===== src/rtl/cpuclk_pkg.sv =====
package cpuclk_pkg;
  // Field placement inside the mode word (word address 0)
  localparam int unsigned OUTSEL_BIT = 7;
  localparam int unsigned SRCSEL_BIT = 0;
  localparam int unsigned PATH_LSB   = 2;
  localparam int unsigned PATH_W     = 2;
  // Field placement inside the divide word (word address 1)
  localparam int unsigned NDIV_LSB   = 20;
  // Word indices
  localparam int unsigned WORD_MODE  = 0;
  localparam int unsigned WORD_DIV   = 1;
  localparam int unsigned NUM_WORDS  = 2;
  // Path codes
  localparam logic [PATH_W-1:0] PATH_BY1  = 2'd0;
  localparam logic [PATH_W-1:0] PATH_PROG = 2'd3;
endpackage


===== src/rtl/cpuclk_regs.sv =====
module cpuclk_regs
  import cpuclk_pkg::*;
#(
  parameter int unsigned DATA_W = 32,
  parameter int unsigned ADDR_W = 2,
  parameter int unsigned N_W    = 9
) (
  input  logic                clk,
  input  logic                rst,
  input  logic                bus_valid,
  input  logic                bus_write,
  input  logic [ADDR_W-1:0]   bus_addr,
  input  logic [DATA_W-1:0]   bus_wdata,
  output logic [DATA_W-1:0]   bus_rdata,
  input  logic                req_valid,
  input  logic [N_W:0]        req_ratio,
  output logic                out_sel,
  output logic                src_sel,
  output logic [PATH_W-1:0]   path_sel,
  output logic [N_W-1:0]      div_n
);
  localparam int unsigned RATIO_W = N_W + 1;

  logic [NUM_WORDS-1:0][DATA_W-1:0] words;
  logic [PATH_W-1:0]                req_path;
  logic [N_W-1:0]                   req_n;
  logic [DATA_W-1:0]                rd_word;

  // Translate a requested ratio into field values
  always_comb begin
    if (req_ratio <= RATIO_W'(3)) begin
      req_n = '0;
      if (req_ratio == '0) req_path = PATH_BY1;
      else                 req_path = PATH_W'(req_ratio - RATIO_W'(1));
    end else begin
      req_path = PATH_PROG;
      req_n    = req_ratio[RATIO_W-1:1];
    end
  end

  for (genvar g = 0; g < NUM_WORDS; g++) begin : g_word
    logic [DATA_W-1:0] word_q;
    logic [DATA_W-1:0] word_d;

    always_comb begin
      word_d = word_q;
      if (bus_valid && bus_write && (bus_addr == ADDR_W'(g)))
        word_d = bus_wdata;
      if (req_valid) begin
        if (g == WORD_MODE) word_d[PATH_LSB +: PATH_W] = req_path;
        else                word_d[NDIV_LSB +: N_W]    = req_n;
      end
    end

    always_ff @(posedge clk) begin
      if (rst) word_q <= '0;
      else     word_q <= word_d;
    end

    assign words[g] = word_q;
  end

  always_comb begin
    rd_word = '0;
    for (int i = 0; i < NUM_WORDS; i++)
      if (bus_addr == ADDR_W'(i)) rd_word = words[i];
  end

  always_ff @(posedge clk) begin
    if (rst)                        bus_rdata <= '0;
    else if (bus_valid && !bus_write) bus_rdata <= rd_word;
  end

  assign out_sel  = words[WORD_MODE][OUTSEL_BIT];
  assign src_sel  = words[WORD_MODE][SRCSEL_BIT];
  assign path_sel = words[WORD_MODE][PATH_LSB +: PATH_W];
  assign div_n    = words[WORD_DIV][NDIV_LSB +: N_W];
endmodule


===== src/rtl/cpuclk_divider.sv =====
module cpuclk_divider
  import cpuclk_pkg::*;
#(
  parameter int unsigned N_W = 9
) (
  input  logic              clk,
  input  logic              rst,
  input  logic              tick,
  input  logic [PATH_W-1:0] sel_in,
  input  logic [N_W-1:0]    n_in,
  output logic              div_q
);
  localparam int unsigned K_W = N_W + 1;

  logic [PATH_W-1:0] sh_sel;
  logic [N_W-1:0]    sh_n;
  logic [K_W-1:0]    cnt;
  logic [K_W-1:0]    k_len;
  logic [K_W-1:0]    k_last;
  logic              stalled;

  // Edges per output phase for the active (shadow) setting
  always_comb begin
    if (sh_sel == PATH_PROG) k_len = {sh_n, 1'b0};
    else                     k_len = K_W'(sh_sel) + K_W'(1);
    k_last  = k_len - K_W'(1);
    stalled = (k_len == '0);
  end

  always_ff @(posedge clk) begin
    if (rst) begin
      div_q  <= 1'b0;
      cnt    <= '0;
      sh_sel <= PATH_BY1;
      sh_n   <= '0;
    end else if (stalled) begin
      div_q  <= 1'b0;
      cnt    <= '0;
      sh_sel <= sel_in;
      sh_n   <= n_in;
    end else if (tick) begin
      if (cnt == k_last) begin
        cnt   <= '0;
        div_q <= ~div_q;
        if (div_q) begin
          sh_sel <= sel_in;
          sh_n   <= n_in;
        end
      end else begin
        cnt <= cnt + K_W'(1);
      end
    end
  end
endmodule


===== src/rtl/cpuclk_outstage.sv =====
module cpuclk_outstage
  import cpuclk_pkg::*;
#(
  parameter int unsigned N_W = 9
) (
  input  logic              clk,
  input  logic              rst,
  input  logic              xtal_tick,
  input  logic              out_sel,
  input  logic              div_q,
  input  logic [PATH_W-1:0] path_sel,
  input  logic [N_W-1:0]    div_n,
  output logic              clk_out,
  output logic [N_W:0]      ratio_rd
);
  localparam int unsigned RATIO_W = N_W + 1;

  logic xtal_q;

  always_ff @(posedge clk) begin
    if (rst) begin
      xtal_q   <= 1'b0;
      clk_out  <= 1'b0;
      ratio_rd <= RATIO_W'(1);
    end else begin
      if (xtal_tick) xtal_q <= ~xtal_q;
      clk_out <= out_sel ? div_q : xtal_q;
      if (path_sel == PATH_PROG) ratio_rd <= {div_n, 1'b0};
      else                       ratio_rd <= RATIO_W'(path_sel) + RATIO_W'(1);
    end
  end
endmodule


===== src/rtl/cpuclk_path.sv =====
module cpuclk_path
  import cpuclk_pkg::*;
#(
  parameter int unsigned DATA_W = 32,
  parameter int unsigned ADDR_W = 2,
  parameter int unsigned N_W    = 9
) (
  input  logic              clk,
  input  logic              rst,
  input  logic              pll_tick,
  input  logic              xtal_tick,
  input  logic              bus_valid,
  input  logic              bus_write,
  input  logic [ADDR_W-1:0] bus_addr,
  input  logic [DATA_W-1:0] bus_wdata,
  output logic [DATA_W-1:0] bus_rdata,
  input  logic              ratio_req_valid,
  input  logic [N_W:0]      ratio_req,
  output logic [N_W:0]      ratio_rd,
  output logic              clk_out
);
  logic              out_sel;
  logic              src_sel;
  logic [PATH_W-1:0] path_sel;
  logic [N_W-1:0]    div_n;
  logic              src_tick;
  logic              div_q;

  cpuclk_regs #(.DATA_W(DATA_W), .ADDR_W(ADDR_W), .N_W(N_W)) u_regs (
    .clk       (clk),
    .rst       (rst),
    .bus_valid (bus_valid),
    .bus_write (bus_write),
    .bus_addr  (bus_addr),
    .bus_wdata (bus_wdata),
    .bus_rdata (bus_rdata),
    .req_valid (ratio_req_valid),
    .req_ratio (ratio_req),
    .out_sel   (out_sel),
    .src_sel   (src_sel),
    .path_sel  (path_sel),
    .div_n     (div_n)
  );

  assign src_tick = src_sel ? pll_tick : xtal_tick;

  cpuclk_divider #(.N_W(N_W)) u_div (
    .clk    (clk),
    .rst    (rst),
    .tick   (src_tick),
    .sel_in (path_sel),
    .n_in   (div_n),
    .div_q  (div_q)
  );

  cpuclk_outstage #(.N_W(N_W)) u_out (
    .clk       (clk),
    .rst       (rst),
    .xtal_tick (xtal_tick),
    .out_sel   (out_sel),
    .div_q     (div_q),
    .path_sel  (path_sel),
    .div_n     (div_n),
    .clk_out   (clk_out),
    .ratio_rd  (ratio_rd)
  );
endmodule


===== config.mk =====
export PLATFORM = sky130hd
export DESIGN_NAME = cpuclk_path
export DESIGN_NICKNAME = d
export VERILOG_FILES = /design/src/rtl/cpuclk_pkg.sv /design/src/rtl/cpuclk_regs.sv /design/src/rtl/cpuclk_divider.sv /design/src/rtl/cpuclk_outstage.sv /design/src/rtl/cpuclk_path.sv
export SDC_FILE = /design/constraint.sdc
export NUM_CORES = 1
export LEC_CHECK = 0
export ABC_AREA = 0
export CORE_MARGIN = 5
export CORE_UTILIZATION = 40
export DETAILED_ROUTE_END_ITERATION = 8
export GPL_ROUTABILITY_DRIVEN = 0
export PLACE_DENSITY = 0.73
export SLEW_MARGIN = 0
export SYNTH_ARGS = -nofsm -noshare
export SYNTH_HDL_FRONTEND = slang
export SYNTH_SLANG_ARGS = --single-unit
export TNS_END_PERCENT = 5

===== constraint.sdc =====
create_clock -name clk -period 3.16 [get_ports clk]
set_input_delay 0.79 -clock clk [delete_from_list [all_inputs] [get_ports clk]]
set_output_delay 0.79 -clock clk [all_outputs]
set_load 0.1 [all_outputs]

After elaboration in Yosys (flattened, before gate mapping)
Index checks and enable logic that the tools add are counted.

Register bits after elaboration: 130. Input port bits: 51. Output and inout port bits: 43. Word-level logic and storage cells: 62.

$add $sub $neg: 5. $lt $le $gt $ge: 1. Equality and inequality tests: 4. Muxes and demuxes: 22. Bitwise logic cells: 2. Reduce and logical (&&, ||, !) cells: 16.

Operators with widths (number): $mux 32 (2); $mux 9 (6); $mux 10 (3); $mux 29 (1); $logic_not 10->1 (2); $mux 2 (7); $add 10x1->10 const B (1); $eq 10x10->1 (1); $le 10x2->1 const B (1); $reduce_bool 2->1 (5); $sub 10x1->10 const B (1); $add 2x1->3 const B (2); $eq 2x2->1 const B (2); $logic_and 1x1->1 (4); $mux 4 (1); $reduce_and 3->1 (1); $eq 2x1->1 const B (1); $logic_not 2->1 (1); $mux 1 (2); $not 1->1 (2); $reduce_and 2->1 (1); $reduce_or 2->1 (1); $sub 2x1->2 const B (1); $logic_not 1->1 (1).

Logic depth before layout (Yosys ltp)
Depth in word-level cells: 7. Gate-level depth with buffers: 15. Mapped depth without buffers: 11.

Cells and area by module
From an unflattened synthesis, not the netlist that was laid out.

Cells, all modules: 684. Area total of the unflattened synthesis: 5911.9 sq um.

Modules (own cells, without submodules): cpuclk_regs (times used 1, cells each 460, area each 3865.0 sq um, seq. area each 1921.8 sq um); cpuclk_divider (times used 1, cells each 194, area each 1667.8 sq um, seq. area each 440.4 sq um); cpuclk_outstage (times used 1, cells each 29, area each 364.1 sq um, seq. area each 240.2 sq um); cpuclk_path (times used 1, cells each 1, area each 15.0 sq um, seq. area each 0.0 sq um).

Least setup slack after synthesis
No wires, ideal clock.

Kind: reg-to-reg. Start point: reg u_div.sh_sel[0]. End point: reg u_div.sh_n[0]. Setup time: 0.072 ns. Arrival time: 3.290 ns. Data required time: 3.088 ns. Slack: -0.201 ns. Stages on the path, launching flop included: 16. Path buffers: 5. Clock period less this slack: 3.361 ns. Cells stage by stage: dfxtp_1 ha_1 buf_2 buf_4 buf_2 or2_2 ha_1 buf_2 and4bb_1 a221oi_2 xor2_1 a2111oi_4 nand4b_4 o21ai_4 buf_8 mux2i_1.

Longest elaborated chain between the ends: 6. Elaborated cells between the ends (all ways): 11. Those cells by class: add/sub: 2; eq/ne: 2; mux: 2; reduce/logical: 5.

RTL lines: start, declared (RTL line cpuclk_divider.sv:15) `logic [PATH_W-1:0] sh_sel;`; start signal, assigned (RTL line cpuclk_divider.sv:39) `sh_sel <= sel_in;`; start signal, assigned (RTL line cpuclk_divider.sv:46) `sh_sel <= sel_in;`; $add 2x1->3 or $eq 2x2->1 (tied branches) (RTL line cpuclk_divider.sv:25, cpuclk_divider.sv:24); $mux 10 (*) (RTL line cpuclk_divider.sv:24) `if (sh_sel == PATH_PROG) k_len = {sh_n, 1'b0};`; $sub 10x1->10 (RTL line cpuclk_divider.sv:26) `k_last = k_len - K_W'(1);`; $eq 10x10->1 (RTL line cpuclk_divider.sv:42) `if (cnt == k_last) begin`; $reduce_bool 2->1 (no line); $reduce_and 3->1 (no line); end signal, assigned (RTL line cpuclk_divider.sv:40) `sh_n <= n_in;`; end signal, assigned (RTL line cpuclk_divider.sv:47) `sh_n <= n_in;`; end, declared (RTL line cpuclk_divider.sv:16) `logic [N_W-1:0] sh_n;`.

Every way passes the cells marked *; elsewhere a longest branch is shown, timed or not. A chain may end at the register's enable or synchronous reset.

Final worst setup path
Start point: reg u_div.sh_sel[0]. End point: reg u_div.sh_n[2].

Same word-level chain as after synthesis.

==> reports/results.tsv <==
metric	value	unit
cts_tree	yes	
start_kind	flip-flop	
viasPerCell	5.143	
synth.distinct_cells	59	
hold_class	flip-flop to flip-flop	
die_x	130.3	microns
leakagePower	2.814	nW
routed_wirelength	14420	microns
dpl.hpwl	9567	microns
internal-power	3.478	mW
fill_cells	1312	
min_path_cells	2	
grt_pass1_wl	23000	microns
p_sw	1.184	mW
netSwitchingFraction	0.2541	
ant_nets	0	
grt_max_degree	76	
clock_path_buffers	2	
synth_warnings	0	
antenna_cells	0	
synth_top_family_by_area	simple AND/OR/NAND/NOR gates	
critical_path_class	flip-flop to flip-flop	
worst_setup_path_end_kind	flip-flop	
clock_latency	0.41	ns
synth_seq_area_share	0.4499	
fp.dieH	130.3	microns
power_frac_seq	0.375	
ir_worst_vdd	0.3763	mV
hold_violations	0	
finalCriticalPeriod	2.966	ns
drc_errors	0	
cts_made_buffers	17	
synth_ff_type	dfxtp_1	
r2r.worst_path.cells	11	
synth_xor_area_frac	0.02423	
fin_crit_sh	0.9386	
muxShareOfSynthArea	0.09366	
syn_inst	680	
crit_required	3.49	ns
firstDrtPassIters	5	
overflow	0	
ys_seq_elements	130	
ys_async_sr_fraction	0	
setup_violations	0	
cts_hold_buf	0	
yosys.area_share.adder	0.01298	
cts.clk_slew.worst_paths	0.06	ns
cts.sinks	130	
fin_worst_skew	0.007968	ns
tns	0	ns
area_delta_synth_final	29.46	%
finalMaxSlewViolations	0	
die_area	16970	sq um
syn-num-nets	737	
portBuffers	93	
p_clk_frac	0.451	
final_layout_size_suffix_gt1_frac	0.1887	
yosysTopAreaCell	dfxtp_1	
grt_pass1_vias	4587	
worst_pin_slew	0.6141	ns
cp_max_fo	11	
combPwrFrac	0.174	
dp_slack	0.1475	ns
syn_avg_cell_area	8.506	sq um
grt_usage	0.1704	
syn_area	5784	sq um
max_freq	337.2	MHz
p_per_area	622.6	nW/um^2
synth_edf_count	0	
drtIter0Drc	348	
wl_per_cell	14.98	microns
final.setup.worst_slack	0.1940	ns
outcome	completed	
nNetsFinal	823	
yosys-top-cells-area	dfxtp_1 (45%), nand2_1 (9.2%), a21oi_1 (6.7%)	
antenna_found_initial	0	
synthSimpleGateAreaFrac	0.2325	
cp.arrival	3.30	ns
maxSlewHeadroom	0.5896	
rsz0062_at_grt	no	
h-tree-depth	4	
final_common_cell	nand2_1	
num_vias	4953	
layout_common_cells	nand2_1 (142), dfxtp_1 (129), a21oi_1 (77)	
synth_top_area_frac	0.4499	
drv_cap	0	
synth_compound_area_frac	0.1486	
initial_core_util	0.4026	
fp.coreArea	14370	sq um
num_rows	44	
pin_count	94	
clockRootBuffer	clkbuf_16	
-- timing repair --
item	in CTS	in global routing
endpoints found under the setup margin	0	12
buffers inserted	0	5
endpoints found under the hold margin	0	0
resized for setup	0	1
-- stage by stage --
step / cell area, sq um / power (mW) / hold slack (ns) / instances / util
final: 7488 / 4.662 / 0.4501 / 963 / 0.5212
after global routing: 7488 / 4.855 / 0.4693 / 963 / 0.5212
after CTS: 7438 / 4.546 / 0.4531 / 958 / 0.5177
after detailed placement: 6803 / 2.449 / 0.4454 / 926 / 0.4734
after global placement: 6803 / 2.447 / 0.4392 / 926 / 0.4734
after floorplan: 5804 / 2.272 / 0.4329 / 680 / -
-- critical path: stages (launching register included) --
cell and delay [ns]:
dfxtp_2 0.35, ha_1 0.24, or2_2 0.28, ha_1 0.26, and4bb_1 0.24, a221oi_2 0.27
xor2_1 0.14, a2111oi_4 0.34, nand4b_4 0.22, o21ai_4 0.19, buf_12 0.16, mux2i_1 0.19
-- power groups by stage --
stage / logic (mW) / clock network (mW) / registers (mW)
after global routing: 0.870 / 2.23 / 1.76
final: 0.810 / 2.10 / 1.75
after detailed placement: 0.667 / 0 / 1.78
after floorplan: 0.461 / 0 / 1.81
after global placement: 0.665 / 0 / 1.78
after CTS: 0.671 / 2.13 / 1.75
-- Yosys cell counts, drive strengths merged (2+ instances only) --
| master | instances |
|---|---|
| or2 | 3 |
| xor2 | 7 |
| buf | 8 |
| o21a | 2 |
| nor2b | 4 |
| a221oi | 2 |
| a22oi | 32 |
| o21bai | 2 |
| mux2 | 33 |
| a21oi | 77 |
| xnor2 | 9 |
| or3 | 4 |
| or2b | 2 |
| inv | 5 |
| nor3 | 7 |
| nand3b | 3 |
| ha | 6 |
| clkbuf | 40 |
| dfxtp | 130 |
| nor4 | 3 |
| nand2 | 142 |
| nand3 | 8 |
| nand4 | 4 |
| and2 | 9 |
| nor2 | 70 |
| a31oi | 4 |
| nand4b | 2 |
| nand2b | 22 |
| o21ai | 4 |
| mux2i | 17 |
-- metal layers --
layer,vias up,GRT usage,part of all wire
met3,15,0.05199,0.066
met4,0,0.04340,0.0090
li1,2500,-,-
met1,2291,0.2324,0.45
met2,147,0.2637,0.47
met5,-,0,0
-- sequential cells by signal, indices dropped and copies added (netlist names) --
register / count
u_div.sh_n: 9
u_div.cnt: 10
u_out.ratio_rd: 10
u_div.div_q: 1
u_out.xtal_q: 1
u_out.clk_out: 1
u_div.sh_sel: 2
u_regs.bus_rdata: 32
u_regs.g_word.word_q: 64
-- layout make-up --
class | instances | area (sq um) | share of cell area
clock buffer | 21 | 460.4 | 0.06149
clock inverter | 11 | 175.2 | 0.02339
inverter | 5 | 18.77 | 0.002506
multi-input combinational | 497 | 2982 | 0.3982
sequential | 130 | 2604 | 0.3477
tap | 184 | 230.2 | 0.03074
timing repair buffer | 115 | 1018 | 0.1360
-- path summary, 6_finish.rpt --
check	startpoint	to	slack (ns)
setup / recovery	u_div.sh_sel[0]$_SDFFE_PP0P_	u_div.sh_n[2]$_SDFFE_PP0P_	0.19
setup reg to reg	u_div.sh_sel[0]$_SDFFE_PP0P_	u_div.sh_n[2]$_SDFFE_PP0P_	0.19
hold reg to reg	u_regs.g_word[1].word_q[2]$_SDFFE_PP0P_	u_regs.g_word[1].word_q[2]$_SDFFE_PP0P_	0.45
hold / removal	u_regs.g_word[1].word_q[2]$_SDFFE_PP0P_	u_regs.g_word[1].word_q[2]$_SDFFE_PP0P_	0.45
-- kinds of logic (layout without fill, tap and decap cells) --
group                    after synthesis  in the layout
flip-flops                           130            130
AND/OR/NAND/NOR                      291            291
multiplexers                          50             50
adder cells (fa/ha/maj)                6              6
buffers and inverters                 53            152
XOR/XNOR                              16             16
AO/OA/AOI/OAI                        134            134
No activity file was read; power rests on OpenSTA's default activity.
